$ cat config.mk
export PLATFORM = sky130hd
export DESIGN_NAME = fp_xfer_seq
export DESIGN_NICKNAME = d
export VERILOG_FILES = /design/src/rtl/fp_xfer_pkg.sv /design/src/rtl/fp_xfer_decode.sv /design/src/rtl/fp_xfer_core.sv /design/src/rtl/fp_xfer_seq.sv
export SDC_FILE = /design/constraint.sdc
export NUM_CORES = 1
export LEC_CHECK = 0
export ABC_AREA = 0
export BUFFER_PORTS_ARGS = -buffer_cell sky130_fd_sc_hd__buf_2
export CAP_MARGIN = 20
export CORE_ASPECT_RATIO = 0.8
export CORE_UTILIZATION = 55
export DETAILED_ROUTE_END_ITERATION = 10
export GPL_TIMING_DRIVEN = 1
export HOLD_SLACK_MARGIN = 0.1
export PLACE_DENSITY = 0.92
export SLEW_MARGIN = 20
export SYNTH_ARGS = -nofsm -noshare
export SYNTH_HDL_FRONTEND = slang
export SYNTH_SLANG_ARGS = --single-unit
$ cat constraint.sdc
create_clock -name clk -period 3.8 [get_ports clk]
set_input_delay 0.38 -clock clk [delete_from_list [all_inputs] [get_ports clk]]
set_output_delay 0.38 -clock clk [all_outputs]
set_load 0.01 [all_outputs]
$ cat src/rtl/fp_xfer_pkg.sv
package fp_xfer_pkg;
    localparam int MAX_WORDS  = 12;
    localparam int CNT_W      = $clog2(MAX_WORDS);
    localparam int WORDS_PER_MULTI = 3;
    localparam int FREG_W     = 3;
    localparam int WIDX_W     = 2;

    typedef struct packed {
        logic              valid;
        logic              load;
        logic              wback;
        logic [FREG_W-1:0] first_reg;
        logic [WIDX_W-1:0] wpr_m1;
        logic [CNT_W-1:0]  total_m1;
    } xfer_cmd_t;
endpackage

$ cat src/rtl/fp_xfer_decode.sv
module fp_xfer_decode
    import fp_xfer_pkg::*;
#(
    parameter int ADDR_W = 32
) (
    input  logic [31:0]       instr,
    input  logic [ADDR_W-1:0] base,
    input  logic              ext_packed,
    output xfer_cmd_t         cmd,
    output logic [ADDR_W-1:0] first_addr,
    output logic [ADDR_W-1:0] wb_addr
);
    logic [1:0]        len_code;
    logic [3:0]        cp_num;
    logic              is_single, is_multi;
    logic [ADDR_W-1:0] off_bytes;
    logic [ADDR_W-1:0] moved;

    always_comb begin
        len_code  = {instr[22], instr[15]};
        cp_num    = instr[11:8];
        is_single = (instr[27:26] == 2'b11) && (cp_num == 4'd1);
        is_multi  = (instr[27:26] == 2'b11) && (cp_num == 4'd2);
        off_bytes = ADDR_W'({instr[7:0], 2'b00});
        moved     = instr[23] ? (base + off_bytes) : (base - off_bytes);
        first_addr = instr[24] ? moved : base;
        wb_addr    = moved;

        cmd.valid     = is_single || is_multi;
        cmd.load      = instr[20];
        cmd.wback     = instr[21];
        cmd.first_reg = instr[14:12];
        if (is_multi) begin
            cmd.wpr_m1 = WIDX_W'(WORDS_PER_MULTI - 1);
            case (len_code)
                2'b01:   cmd.total_m1 = CNT_W'(1 * WORDS_PER_MULTI - 1);
                2'b10:   cmd.total_m1 = CNT_W'(2 * WORDS_PER_MULTI - 1);
                2'b11:   cmd.total_m1 = CNT_W'(3 * WORDS_PER_MULTI - 1);
                default: cmd.total_m1 = CNT_W'(4 * WORDS_PER_MULTI - 1);
            endcase
        end else begin
            case (len_code)
                2'b00:   cmd.wpr_m1 = 2'd0;
                2'b01:   cmd.wpr_m1 = 2'd1;
                2'b10:   cmd.wpr_m1 = 2'd2;
                default: cmd.wpr_m1 = ext_packed ? 2'd3 : 2'd2;
            endcase
            cmd.total_m1 = CNT_W'(cmd.wpr_m1);
        end
    end
endmodule

$ cat src/rtl/fp_xfer_core.sv
module fp_xfer_core
    import fp_xfer_pkg::*;
#(
    parameter int ADDR_W = 32,
    parameter int STEP   = 4
) (
    input  logic              clk,
    input  logic              rst_n,
    input  logic              start,
    input  xfer_cmd_t         cmd,
    input  logic [ADDR_W-1:0] first_addr,
    input  logic [ADDR_W-1:0] wb_addr,
    output logic [ADDR_W-1:0] addr,
    output logic              is_load,
    output logic [FREG_W-1:0] freg,
    output logic [WIDX_W-1:0] word_idx,
    output logic              busy,
    output logic              done,
    output logic              undef,
    output logic              wb_valid,
    output logic [ADDR_W-1:0] wb_value
);
    typedef struct packed {
        logic              busy;
        logic              done;
        logic              undef;
        logic              load;
        logic              wback;
        logic              wb_valid;
        logic [ADDR_W-1:0] addr;
        logic [ADDR_W-1:0] wb_value;
        logic [FREG_W-1:0] freg;
        logic [WIDX_W-1:0] widx;
        logic [WIDX_W-1:0] wpr_m1;
        logic [CNT_W-1:0]  remain;
    } seq_state_t;

    seq_state_t st_d, st_q;

    always_comb begin
        st_d          = st_q;
        st_d.done     = 1'b0;
        st_d.undef    = 1'b0;
        st_d.wb_valid = 1'b0;
        if (!st_q.busy) begin
            if (start) begin
                if (cmd.valid) begin
                    st_d.busy     = 1'b1;
                    st_d.load     = cmd.load;
                    st_d.wback    = cmd.wback;
                    st_d.addr     = first_addr;
                    st_d.wb_value = wb_addr;
                    st_d.freg     = cmd.first_reg;
                    st_d.widx     = '0;
                    st_d.wpr_m1   = cmd.wpr_m1;
                    st_d.remain   = cmd.total_m1;
                end else begin
                    st_d.undef = 1'b1;
                end
            end
        end else if (st_q.remain == '0) begin
            st_d.busy     = 1'b0;
            st_d.done     = 1'b1;
            st_d.wb_valid = st_q.wback;
        end else begin
            st_d.remain = st_q.remain - 1'b1;
            st_d.addr   = st_q.addr + ADDR_W'(STEP);
            if (st_q.widx == st_q.wpr_m1) begin
                st_d.widx = '0;
                st_d.freg = st_q.freg + 1'b1;
            end else begin
                st_d.widx = st_q.widx + 1'b1;
            end
        end
    end

    always_ff @(posedge clk) begin
        if (!rst_n) begin
            st_q <= '0;
        end else begin
            st_q <= st_d;
        end
    end

    assign addr     = st_q.addr;
    assign is_load  = st_q.load;
    assign freg     = st_q.freg;
    assign word_idx = st_q.widx;
    assign busy     = st_q.busy;
    assign done     = st_q.done;
    assign undef    = st_q.undef;
    assign wb_valid = st_q.wb_valid;
    assign wb_value = st_q.wb_value;

    assert_undef_idle_R2: assert property (@(posedge clk) disable iff (!rst_n)
        undef |-> (!busy && $past(start) && !$past(busy)));

    assert_addr_step_R6: assert property (@(posedge clk) disable iff (!rst_n)
        (busy && $past(busy)) |-> (addr == $past(addr) + ADDR_W'(STEP)));

    assert_done_after_busy_R7: assert property (@(posedge clk) disable iff (!rst_n)
        done |-> ($past(busy) && !busy));

    assert_wb_with_done_R8: assert property (@(posedge clk) disable iff (!rst_n)
        wb_valid |-> done);

    assert_load_stable_R9: assert property (@(posedge clk) disable iff (!rst_n)
        (busy && $past(busy)) |-> $stable(is_load));

    assert_widx_bound_R6: assert property (@(posedge clk) disable iff (!rst_n)
        busy |-> (word_idx <= st_q.wpr_m1));
endmodule

$ cat src/rtl/fp_xfer_seq.sv
module fp_xfer_seq
    import fp_xfer_pkg::*;
#(
    parameter int ADDR_W = 32
) (
    input  logic              clk,
    input  logic              rst_n,
    input  logic              start,
    input  logic [31:0]       instr,
    input  logic [ADDR_W-1:0] base,
    input  logic              ext_packed,
    output logic [ADDR_W-1:0] addr,
    output logic              is_load,
    output logic [2:0]        freg,
    output logic [1:0]        word_idx,
    output logic              busy,
    output logic              done,
    output logic              undef,
    output logic              wb_valid,
    output logic [ADDR_W-1:0] wb_value
);
    xfer_cmd_t         cmd;
    logic [ADDR_W-1:0] first_addr, wb_addr;

    fp_xfer_decode #(.ADDR_W(ADDR_W)) u_decode (
        .instr      (instr),
        .base       (base),
        .ext_packed (ext_packed),
        .cmd        (cmd),
        .first_addr (first_addr),
        .wb_addr    (wb_addr)
    );

    fp_xfer_core #(.ADDR_W(ADDR_W), .STEP(4)) u_core (
        .clk        (clk),
        .rst_n      (rst_n),
        .start      (start),
        .cmd        (cmd),
        .first_addr (first_addr),
        .wb_addr    (wb_addr),
        .addr       (addr),
        .is_load    (is_load),
        .freg       (freg),
        .word_idx   (word_idx),
        .busy       (busy),
        .done       (done),
        .undef      (undef),
        .wb_valid   (wb_valid),
        .wb_value   (wb_value)
    );
endmodule

==> flow_summary_export.csv, run 1 <==
group,metric,value,unit
status,status,"complete, no violations",
power_and_ir_drop,p_clk_share,38.9,%
detailed_routing,wl_per_cell,16.9,um
sta,fin_skew,0.00575,ns
sta,setup_viol,0,
yosys,postSynthCellCount,846,
clock_network,cts_tree,"yes",
detailed_routing,dr.pass1.iters,6,
job,cap_violations,0,
setup_path,end_kind,"flip-flop",
global_route,grt_overflow,0,
global_route,antenna_found_initial,0,
layout,area_growth,10.6,%
sta,hold_violations,0,
detailed_routing,drtIter0Drc,716,
power_and_ir_drop,combPwrFrac,23.7,%
layout,finalInstanceArea,7020,um2
yosys,synth_seq_cells,81,
sta,rsz0062_at_grt,"no",
clock_network,clockRootBuffer,"clkbuf_16",
clock_network,clock_latency,0.35,ns
die,rows,34,
setup_path,required,4.00,ns
global_route,grt_max_degree,55,
power_and_ir_drop,seqPwrFrac,37.3,%
die,die_h,98.1,um
yosys,synthArstFlopShare,0,%
yosys,syn-cell-area,6340,um2
die,die_w,122,um
global_route,grt_pass1_vias,5725,
power_and_ir_drop,netSwitchingFraction,30.2,%
sta,tightest_slew,1.02,ns
sta,max_freq,294,MHz
min_path,hold_path_class,"in -> reg",
layout,drive_gt1_share,22.0,%
layout,n_fill_cell,1018,
yosys,synth-compound-area-share,24.2,%
yosys,synthSimpleGateAreaFrac,22.0,%
power_and_ir_drop,cell_internal_pwr,1610,uW
clock_network,numClockSinks,81,
yosys,synth-edff-count,0,
layout,regArea,1620,um2
place,placed_cell_area,6710,um2
clock_network,cts_buffer_depth,2,
yosys,avgSynthCellArea,7.50,um2
power_and_ir_drop,vdd_drop_max,325,uV
layout,nets,1012,
sta,fin_tns_setup,0,ns
yosys,synth_top_family_by_area,"compound AO/OA/AOI/OAI gates",
sta,finalCritPeriodShare,89.4,%
die,ios,142,
power_and_ir_drop,fin_total_pwr,2310,uW
detailed_routing,drc,0,
setup_path,arrival,3.60,ns
yosys,ys_warn_count,0,
detailed_routing,vias,6461,
clock_network,clk_pin_slew_worst_paths,0.06,ns
clock_network,cts_buffers,9,
layout,diodes,0,
clock_network,cts_max_level,3,
layout,final_core_util,63.5,%
global_route,grt_pass1_wl,28200,um
setup_path,cp_slowest_cell,"ha_1",
power_and_ir_drop,power_switching,699,uW
setup_path,worstPathCellList,"buf_2 -> nor2_1 -> nor4b_2 -> nor3b_1 -> ha_1 -> mux2_2 -> ha_1 -> o21a_1 -> o21ai_0 -> a21oi_1 -> o2111ai_2 -> nand2_1 -> a311oi_2 -> xnor2_1 -> a221oi_1 -> nor2_1",
setup_path,cp_max_fo,4,
setup_path,critPathLaunchType,"input pin",
setup_path,slowest_delay,0.33,ns
layout,layout_common_cells,"132 x buf_2, 119 x nand2_1, 96 x a21oi_1",
yosys,ys_seq_area_share,25.6,%
die,initial_core_util,57.4,%
clock_network,holdBufCountCts,0,
setup_path,worstSetupPathType,"in -> reg",
power_and_ir_drop,powerDensity,330,nW/um2
die,die_area,12000,um2
yosys,synth_adder_area_share,7.81,%
detailed_routing,ant_nets,0,
yosys,yosysUniqueCellTypes,69,
place,io_buffer_count,132,
yosys,mappedNetlistNets,953,
sta,relSlewSlack,31.8,%
layout,multi_input_area,4010,um2
yosys,synth_xor_area_share,5.66,%
sta,slew_viol_final,0,
sta,period_minus_slack,3.40,ns
yosys,synth.area.mux_share,3.29,%
detailed_routing,route.final.wire_length,17800,um
place,hpwl,13000,um
die,coreArea,11100,um2
detailed_routing,viasPerCell,6.13,
power_and_ir_drop,p_leak,0.00307,uW
global_route,grt_use_total,29.8,%
place,gp_congestion,0.977,
layout,layout_commonest_cell,"buf_2",
yosys,synth_top_flop_cell,"dfxtp_1",
path summary, 6_finish.rpt:
path                                     from                           end  slack, ns  cells past startpoint
setup / recovery                     instr[3]  u_core.addr[26]$_SDFFE_PN0P_       0.40                     16
hold / removal                      instr[20]   u_core.is_load$_SDFFE_PN0P_       0.27                      3
setup reg to reg  u_core.addr[2]$_SDFFE_PN0P_  u_core.addr[30]$_SDFFE_PN0P_       1.00                      9
hold reg to reg   u_core.addr[1]$_SDFFE_PN0P_   u_core.addr[1]$_SDFFE_PN0P_       0.45                      2
flip-flops by register name (all words and copies together) (netlist names):
name and count:
u_core.freg 3, u_core.wb_valid 1, u_core.undef 1, u_core.addr 32, u_core.word_idx 2, u_core.done 1
u_core.st_q 7, u_core.is_load 1, u_core.busy 1, u_core.wb_value 32
logic make-up after synthesis:
family	after synthesis
fa+ha+maj	39
compound gates	244
buf+inv	125
xor+xnor	41
simple gates	296
mux	20
flops	81
metal layers:
layer | global-route usage, % | wire [um]
met2 | 47.0 | 7890
met5 | 0 | 0
met4 | 10.6 | 482
met3 | 7.42 | 1740
met1 | 39.3 | 7720
synthesized netlist by cell type (all sizes together), types with 17 or more instances:
cell | count | area [um2]
ha | 38 | 475
buf | 74 | 538
o21ai | 52 | 264
nand2 | 119 | 447
nor2 | 67 | 251
xnor2 | 22 | 193
xor2 | 19 | 166
nand3 | 23 | 115
clkbuf | 33 | 124
inv | 17 | 63.8
and3 | 18 | 113
dfxtp | 81 | 1620
a21o | 20 | 150
a21oi | 97 | 489
per-stage QoR:
step	hold WS (ns)	worst slack [ns]	instances
final	0.271	0.403	1054
after CTS	0.272	0.343	1054
after detailed placement	0.443	0.0385	1038
after floorplan	0.430	0.388	846
after global routing	0.284	0.0142	1054
after global placement	0.436	0.0891	1038
timing repair:
item | in CTS | in global routing
setup endpoints to repair | 0 | 2
setup buffers | 0 | 0
gates resized for setup | 0 | 1
cell type report:
class,count,share of cell area [%]
well taps,144,2.57
flip-flops and latches,81,23.1
clock inverters,5,0.909
inverters,18,0.963
multi-input cells,640,57.1
clock buffers,11,3.46
repair buffers,155,11.9
worst max-delay path: cells and delay by family:
family,cells,cell delay [ns]
and+or+nand+nor,5,0.85
buffers and inverters,1,0.11
muxes,1,0.26
xor gates and xnor gates,1,0.15
AOI/OAI and AO/OA,6,1.25
adders and majority gates,2,0.58
power groups by stage:
stage | clock (uW) | sequential, uW | combinational [uW]
2_1_floorplan | 0 | 881 | 373
3_3_place_gp | 0 | 882 | 520
3_5_place_dp | 0 | 883 | 531
4_1_cts | 909 | 864 | 535
5_1_grt | 944 | 865 | 597
6_report | 901 | 864 | 548
(Power assumes the default switching activity.)
==> inputs of run 2 (changes only) <==
Settings changed: CORE_ASPECT_RATIO 0.8 to not set, CORE_MARGIN set to 8.
==> run 2 against run 1 <==
Core utilization shrank 0.96 points. Critical path depth is the same. Worst setup slack lost 0.16 ns. Cell count is essentially flat. Register-to-register slack gained 0.08 ns. Worst hold slack gained 0.00065 ns. Final area grew 0.80%. Clock skew shrank 0.0018 ns. Non-clock buffer count grew 2. Critical path type unchanged. Largest cell class unchanged.
==> flow_summary_export.csv, run 2 (synthesized netlist as in run 1, its figures left out) <==
group,metric,value,unit
setup_path,arrival,3.77,ns
layout,nets,1014,
clock_network,cts_tree,"yes",
power_and_ir_drop,cell_internal_pwr,1770,uW
sta,tightest_slew,1.02,ns
detailed_routing,drtIter0Drc,797,
power_and_ir_drop,powerDensity,347,nW/um2
global_route,grt_pass1_wl,29100,um
detailed_routing,ant_nets,0,
sta,finalCritPeriodShare,93.5,%
setup_path,slowest_delay,0.40,ns
setup_path,worstSetupPathType,"in -> reg",
die,die_area,15200,um2
clock_network,cts_resized,0,
clock_network,clock_latency,0.34,ns
layout,n_fill_cell,1048,
detailed_routing,viasPerCell,5.99,
sta,hold_violations,0,
setup_path,end_kind,"flip-flop",
sta,fin_skew,0.00400,ns
layout,diodes,0,
setup_path,required,4.01,ns
sta,relSlewSlack,31.9,%
layout,layout_common_cells,"132 x buf_2, 119 x nand2_1, 96 x a21oi_1",
global_route,grt_overflow,0,
clock_network,holdBufCountCts,0,
setup_path,critPathMostFrequentCell,"ha_1",
setup_path,critPathLaunchType,"input pin",
die,coreArea,11300,um2
power_and_ir_drop,netSwitchingFraction,28.0,%
min_path,hold_path_class,"in -> reg",
place,hpwl,13700,um
detailed_routing,route.final.wire_length,18500,um
layout,layout_commonest_cell,"buf_2",
power_and_ir_drop,p_leak,0.00310,uW
layout,area_growth,11.5,%
global_route,antenna_found_initial,0,
sta,slew_viol_final,0,
detailed_routing,wl_per_cell,17.5,um
setup_path,cp_max_fo,4,
detailed_routing,vias,6316,
clock_network,cts_buffers,9,
clock_network,numClockSinks,81,
layout,final_core_util,62.5,%
sta,rsz0062_at_grt,"no",
die,die_h,123,um
clock_network,cts_setup_buffers,0,
die,rows,39,
power_and_ir_drop,seqPwrFrac,35.2,%
die,ios,142,
setup_path,cp_slowest_cell,"a2111oi_2",
detailed_routing,drc,0,
power_and_ir_drop,combPwrFrac,22.6,%
status,status,"complete, no violations",
sta,fin_tns_setup,0,ns
global_route,grt_use_total,23.9,%
sta,setup_viol,0,
global_route,grt_max_degree,55,
place,gp_congestion,0.936,
setup_path,worstPathCellList,"buf_2 -> nor2_1 -> nor4b_2 -> nor3b_1 -> ha_1 -> mux2_2 -> ha_1 -> and4_1 -> o21ai_1 -> and3_1 -> buf_4 -> o21ai_2 -> nand3_1 -> and2_1 -> xor2_1 -> a2111oi_2",
sta,whs,0.272,ns
sta,max_freq,281,MHz
global_route,grt_pass1_vias,5968,
power_and_ir_drop,p_clk_share,42.2,%
die,initial_core_util,56.0,%
power_and_ir_drop,vdd_drop_max,232,uV
die,die_w,123,um
clock_network,clk_pin_slew_worst_paths,0.06,ns
sta,period_minus_slack,3.55,ns
detailed_routing,dr.pass1.iters,6,
power_and_ir_drop,power_switching,688,uW
clock_network,cts_buffer_depth,2,
clock_network,cts_max_level,3,
clock_network,clockRootBuffer,"clkbuf_16",
place,io_buffer_count,132,
job,cap_violations,0,
layout,drive_gt1_share,22.0,%
==> run 2: cell types whose count changed in the layout (fill, tap and decap cells not counted), sizes merged <==
cell	delta
buf	+2
bufinv	+2
clkbuf	+1
clkinv	-1
clkinvlp	-1
inv	-1
==> run 2: worst paths after layout <==
path                                         from                              end  slack [ns]  cells after the start
setup / recovery                         instr[3]     u_core.addr[25]$_SDFFE_PN0P_        0.25                     16
hold / removal                          instr[20]      u_core.is_load$_SDFFE_PN0P_        0.27                      3
setup reg to reg      u_core.st_q[0]$_SDFFE_PN0P_      u_core.addr[8]$_SDFFE_PN0P_        1.08                      8
hold reg to reg   u_core.wb_value[2]$_SDFFE_PN0P_  u_core.wb_value[2]$_SDFFE_PN0P_        0.45                      2
==> run 2: metrics by stage <==
stage,setup slack (ns),instance area [um2],total power (uW),cells
after floorplan,0.388,6340,1250,846
after global placement,0.0959,6720,1410,1039
after detailed placement,0.0163,6720,1420,1039
after CTS,0.325,7070,2460,1055
after global routing,0.108,7070,2550,1055
final,0.247,7070,2460,1055
==> run 2: critical path, delay by kind of cell <==
family | cells | cell delay, ns
and+or+nand+nor | 7 | 1.33
AOI/OAI and AO/OA | 3 | 0.74
adders and majority gates | 2 | 0.61
buffers and inverters | 2 | 0.27
muxes | 1 | 0.27
xor gates and xnor gates | 1 | 0.17
==> run 2: power by group through the flow <==
stage	combinational [uW]	clock (uW)	sequential, uW
after floorplan	373	0	881
after global placement	528	0	882
after detailed placement	536	0	882
after CTS	544	1050	863
after global routing	604	1080	864
final	556	1040	863
==> run 2: final cells by class <==
class,instances,area [um2],area share [%]
Sequential cell,81,1620,22.9
Tap cell,143,179,2.53
Clock buffer,12,256,3.63
Timing Repair Buffer,157,848,12.0
Inverter,18,67.6,0.955
Clock inverter,4,98.8,1.40
Multi-Input combinational cell,640,4000,56.6
==> run 2: routing by layer <==
layer / track usage, % / vias up / share of wire (%)
met5: 0 / - / 0
met4: 9.71 / 0 / 2.8
met3: 6.30 / 51 / 10
met2: 38.5 / 311 / 46
met1: 29.8 / 2890 / 41
li1: - / 3064 / -
==> inputs of run 3 (changes only) <==
Settings changed: CORE_UTILIZATION 55 to 38, PLACE_DENSITY 0.92 to not set.
==> run 3 against run 2 <==
Sequential cell count unchanged. Final area up 0.64%. Wire length up 5.1%. Sequential power about the same. Worst hold slack about the same. Worst setup slack better by 0.12 ns. Fmax up 3.6%. Sequential share of layout area down 0.15 points. Core utilization down 19 points.
==> flow_summary_export.csv, run 3 (synthesized netlist as in run 1, its figures left out) <==
group,metric,value,unit
global_route,grt_pass1_wl,31500,um
power_and_ir_drop,vdd_drop_max,222,uV
die,die_area,21100,um2
setup_path,r2r_start,"u_core.st_q[0]$_SDFFE_PN0P_",
power_and_ir_drop,power_switching,692,uW
clock_network,holdBufCountCts,0,
clock_network,cts_tree,"yes",
setup_path,end_kind,"flip-flop",
detailed_routing,vias,6069,
detailed_routing,drc,0,
power_and_ir_drop,cell_internal_pwr,1570,uW
layout,diodes,0,
clock_network,clockRootBuffer,"clkbuf_16",
global_route,busiest_layer,"met2",
sta,setup_viol,0,
global_route,grt_pass1_vias,5970,
sta,tightest_slew,1.03,ns
layout,layout_common_cells,"132 x buf_2, 119 x nand2_1, 96 x a21oi_1",
global_route,grtUsageMet1,23.6,%
detailed_routing,viasPerCell,5.35,
global_route,antenna_found_initial,0,
clock_network,cts_max_level,3,
min_path,hold_path_class,"in -> reg",
global_route,grt_use_total,18.3,%
sta,hold_violations,0,
die,die_h,145,um
setup_path,arrival,3.64,ns
setup_path,worstSetupPathType,"in -> reg",
detailed_routing,route.final.wire_length,19400,um
setup_path,r2r_end,"u_core.addr[19]$_SDFFE_PN0P_",
die,rows,47,
layout,drive_gt1_share,22.3,%
clock_network,numClockSinks,81,
die,coreArea,16500,um2
layout,n_fill_cell,1746,
min_path,min_to,"u_core.st_q[76]$_SDFFE_PN0P_",
setup_path,reg2reg_slack,1.22,ns
sta,max_freq,292,MHz
sta,fin_tns_setup,0,ns
power_and_ir_drop,p_leak,0.00308,uW
status,status,"complete, no violations",
detailed_routing,ant_nets,0,
detailed_routing,wl_per_cell,17.1,um
sta,relSlewSlack,31.1,%
die,ios,142,
power_and_ir_drop,powerDensity,317,nW/um2
global_route,grt.met3_usage,4.88,%
clock_network,clock_latency,0.34,ns
clock_network,cts_buffers,9,
sta,finalCritPeriodShare,90.2,%
layout,regArea,1620,um2
global_route,met2_usage,29.3,%
min_path,whs_path_depth,3,
setup_path,r2r_cells,11,
power_and_ir_drop,netSwitchingFraction,30.7,%
clock_network,cts_buffer_depth,2,
place,place_inst,1119,
global_route,grt_overflow,0,
clock_network,clk_pin_slew_worst_paths,0.06,ns
sta,rsz0062_at_grt,"no",
place,io_buffer_count,132,
min_path,hp-start,"instr[21]",
setup_path,cp_max_fo,6,
setup_path,required,4.01,ns
sta,slew_viol_final,0,
sta,whs,0.272,ns
sta,fin_skew,0.00524,ns
die,initial_core_util,38.5,%
die,die_w,145,um
setup_path,critPathLaunchType,"input pin",
power_and_ir_drop,p_clk_share,37.3,%
detailed_routing,drtIter0Drc,366,
job,cap_violations,0,
layout,area_growth,12.2,%
layout,finalInstanceArea,7120,um2
place,hpwl,14800,um
layout,nets,1017,
layout,layout_commonest_cell,"buf_2",
layout,final_cells,1135,
layout,multi_input_area,4010,um2
detailed_routing,dr.pass1.iters,6,
place,gp_congestion,0.886,
global_route,grt_max_degree,55,
sta,period_minus_slack,3.43,ns
power_and_ir_drop,combPwrFrac,24.4,%
power_and_ir_drop,seqPwrFrac,38.2,%
place,placed_cell_area,6840,um2
[run 3: metal layers]
metal  routed length, um  up-vias
met5                   0        -
li1                    -     3081
met1                9010     2784
met3                1370       21
met2                8750      183
met4                 307        0
[run 3: final cells by class]
| type | count | share of cell area [%] |
|---|---|---|
| multi-input cells | 640 | 56.3 |
| flip-flops and latches | 81 | 22.8 |
| inverters | 18 | 0.949 |
| clock buffers | 13 | 3.66 |
| well taps | 220 | 3.87 |
| repair buffers | 160 | 12.2 |
| clock inverters | 3 | 0.211 |
[run 3: timing repair]
item / in CTS / in global routing
setup buffers: 0 / 0
endpoints found under the setup margin: 0 / 1
resized for setup: 0 / 1
[run 3: power groups by stage]
stage | logic (uW) | registers [uW] | clock network [uW]
detailed placement | 546 | 883 | 0
floorplan | 373 | 881 | 0
CTS | 551 | 863 | 866
global placement | 547 | 882 | 0
global route | 612 | 864 | 894
finish | 552 | 863 | 843
[run 3: stage by stage]
step / setup slack, ns / power [uW] / utilization (%)
after global routing: 0.0756 / 2370 / 43.2
final: 0.372 / 2260 / 43.2
after detailed placement: 0.0110 / 1430 / 41.5
after CTS: 0.355 / 2280 / 43.2
after floorplan: 0.388 / 1250 / -
after global placement: 0.0150 / 1430 / 41.5
[run 3: worst max-delay path, cell delays in order]
cell and delay [ns]:
buf_2 0.13, inv_1 0.05, ha_1 0.22, nand2_1 0.10, nor2_1 0.09, a21oi_1 0.44, ha_1 0.41, a21oi_2 0.20
o21ai_1 0.10, or4b_1 0.48, a31oi_1 0.24, o21ai_2 0.14, nand3_1 0.10, and2_1 0.13, xor2_1 0.30, a2111oi_2 0.12
[run 3: worst max path at each step]
stage	slack, ns	to	startpoint
global route	0.08	u_core.addr[26]$_SDFFE_PN0P_	instr[3]
floorplan	0.39	u_core.addr[31]$_SDFFE_PN0P_	instr[3]
detailed placement	0.01	u_core.addr[26]$_SDFFE_PN0P_	instr[3]
finish	0.37	u_core.addr[25]$_SDFFE_PN0P_	instr[0]
CTS	0.36	u_core.addr[26]$_SDFFE_PN0P_	instr[3]
global placement	0.02	u_core.addr[26]$_SDFFE_PN0P_	instr[3]
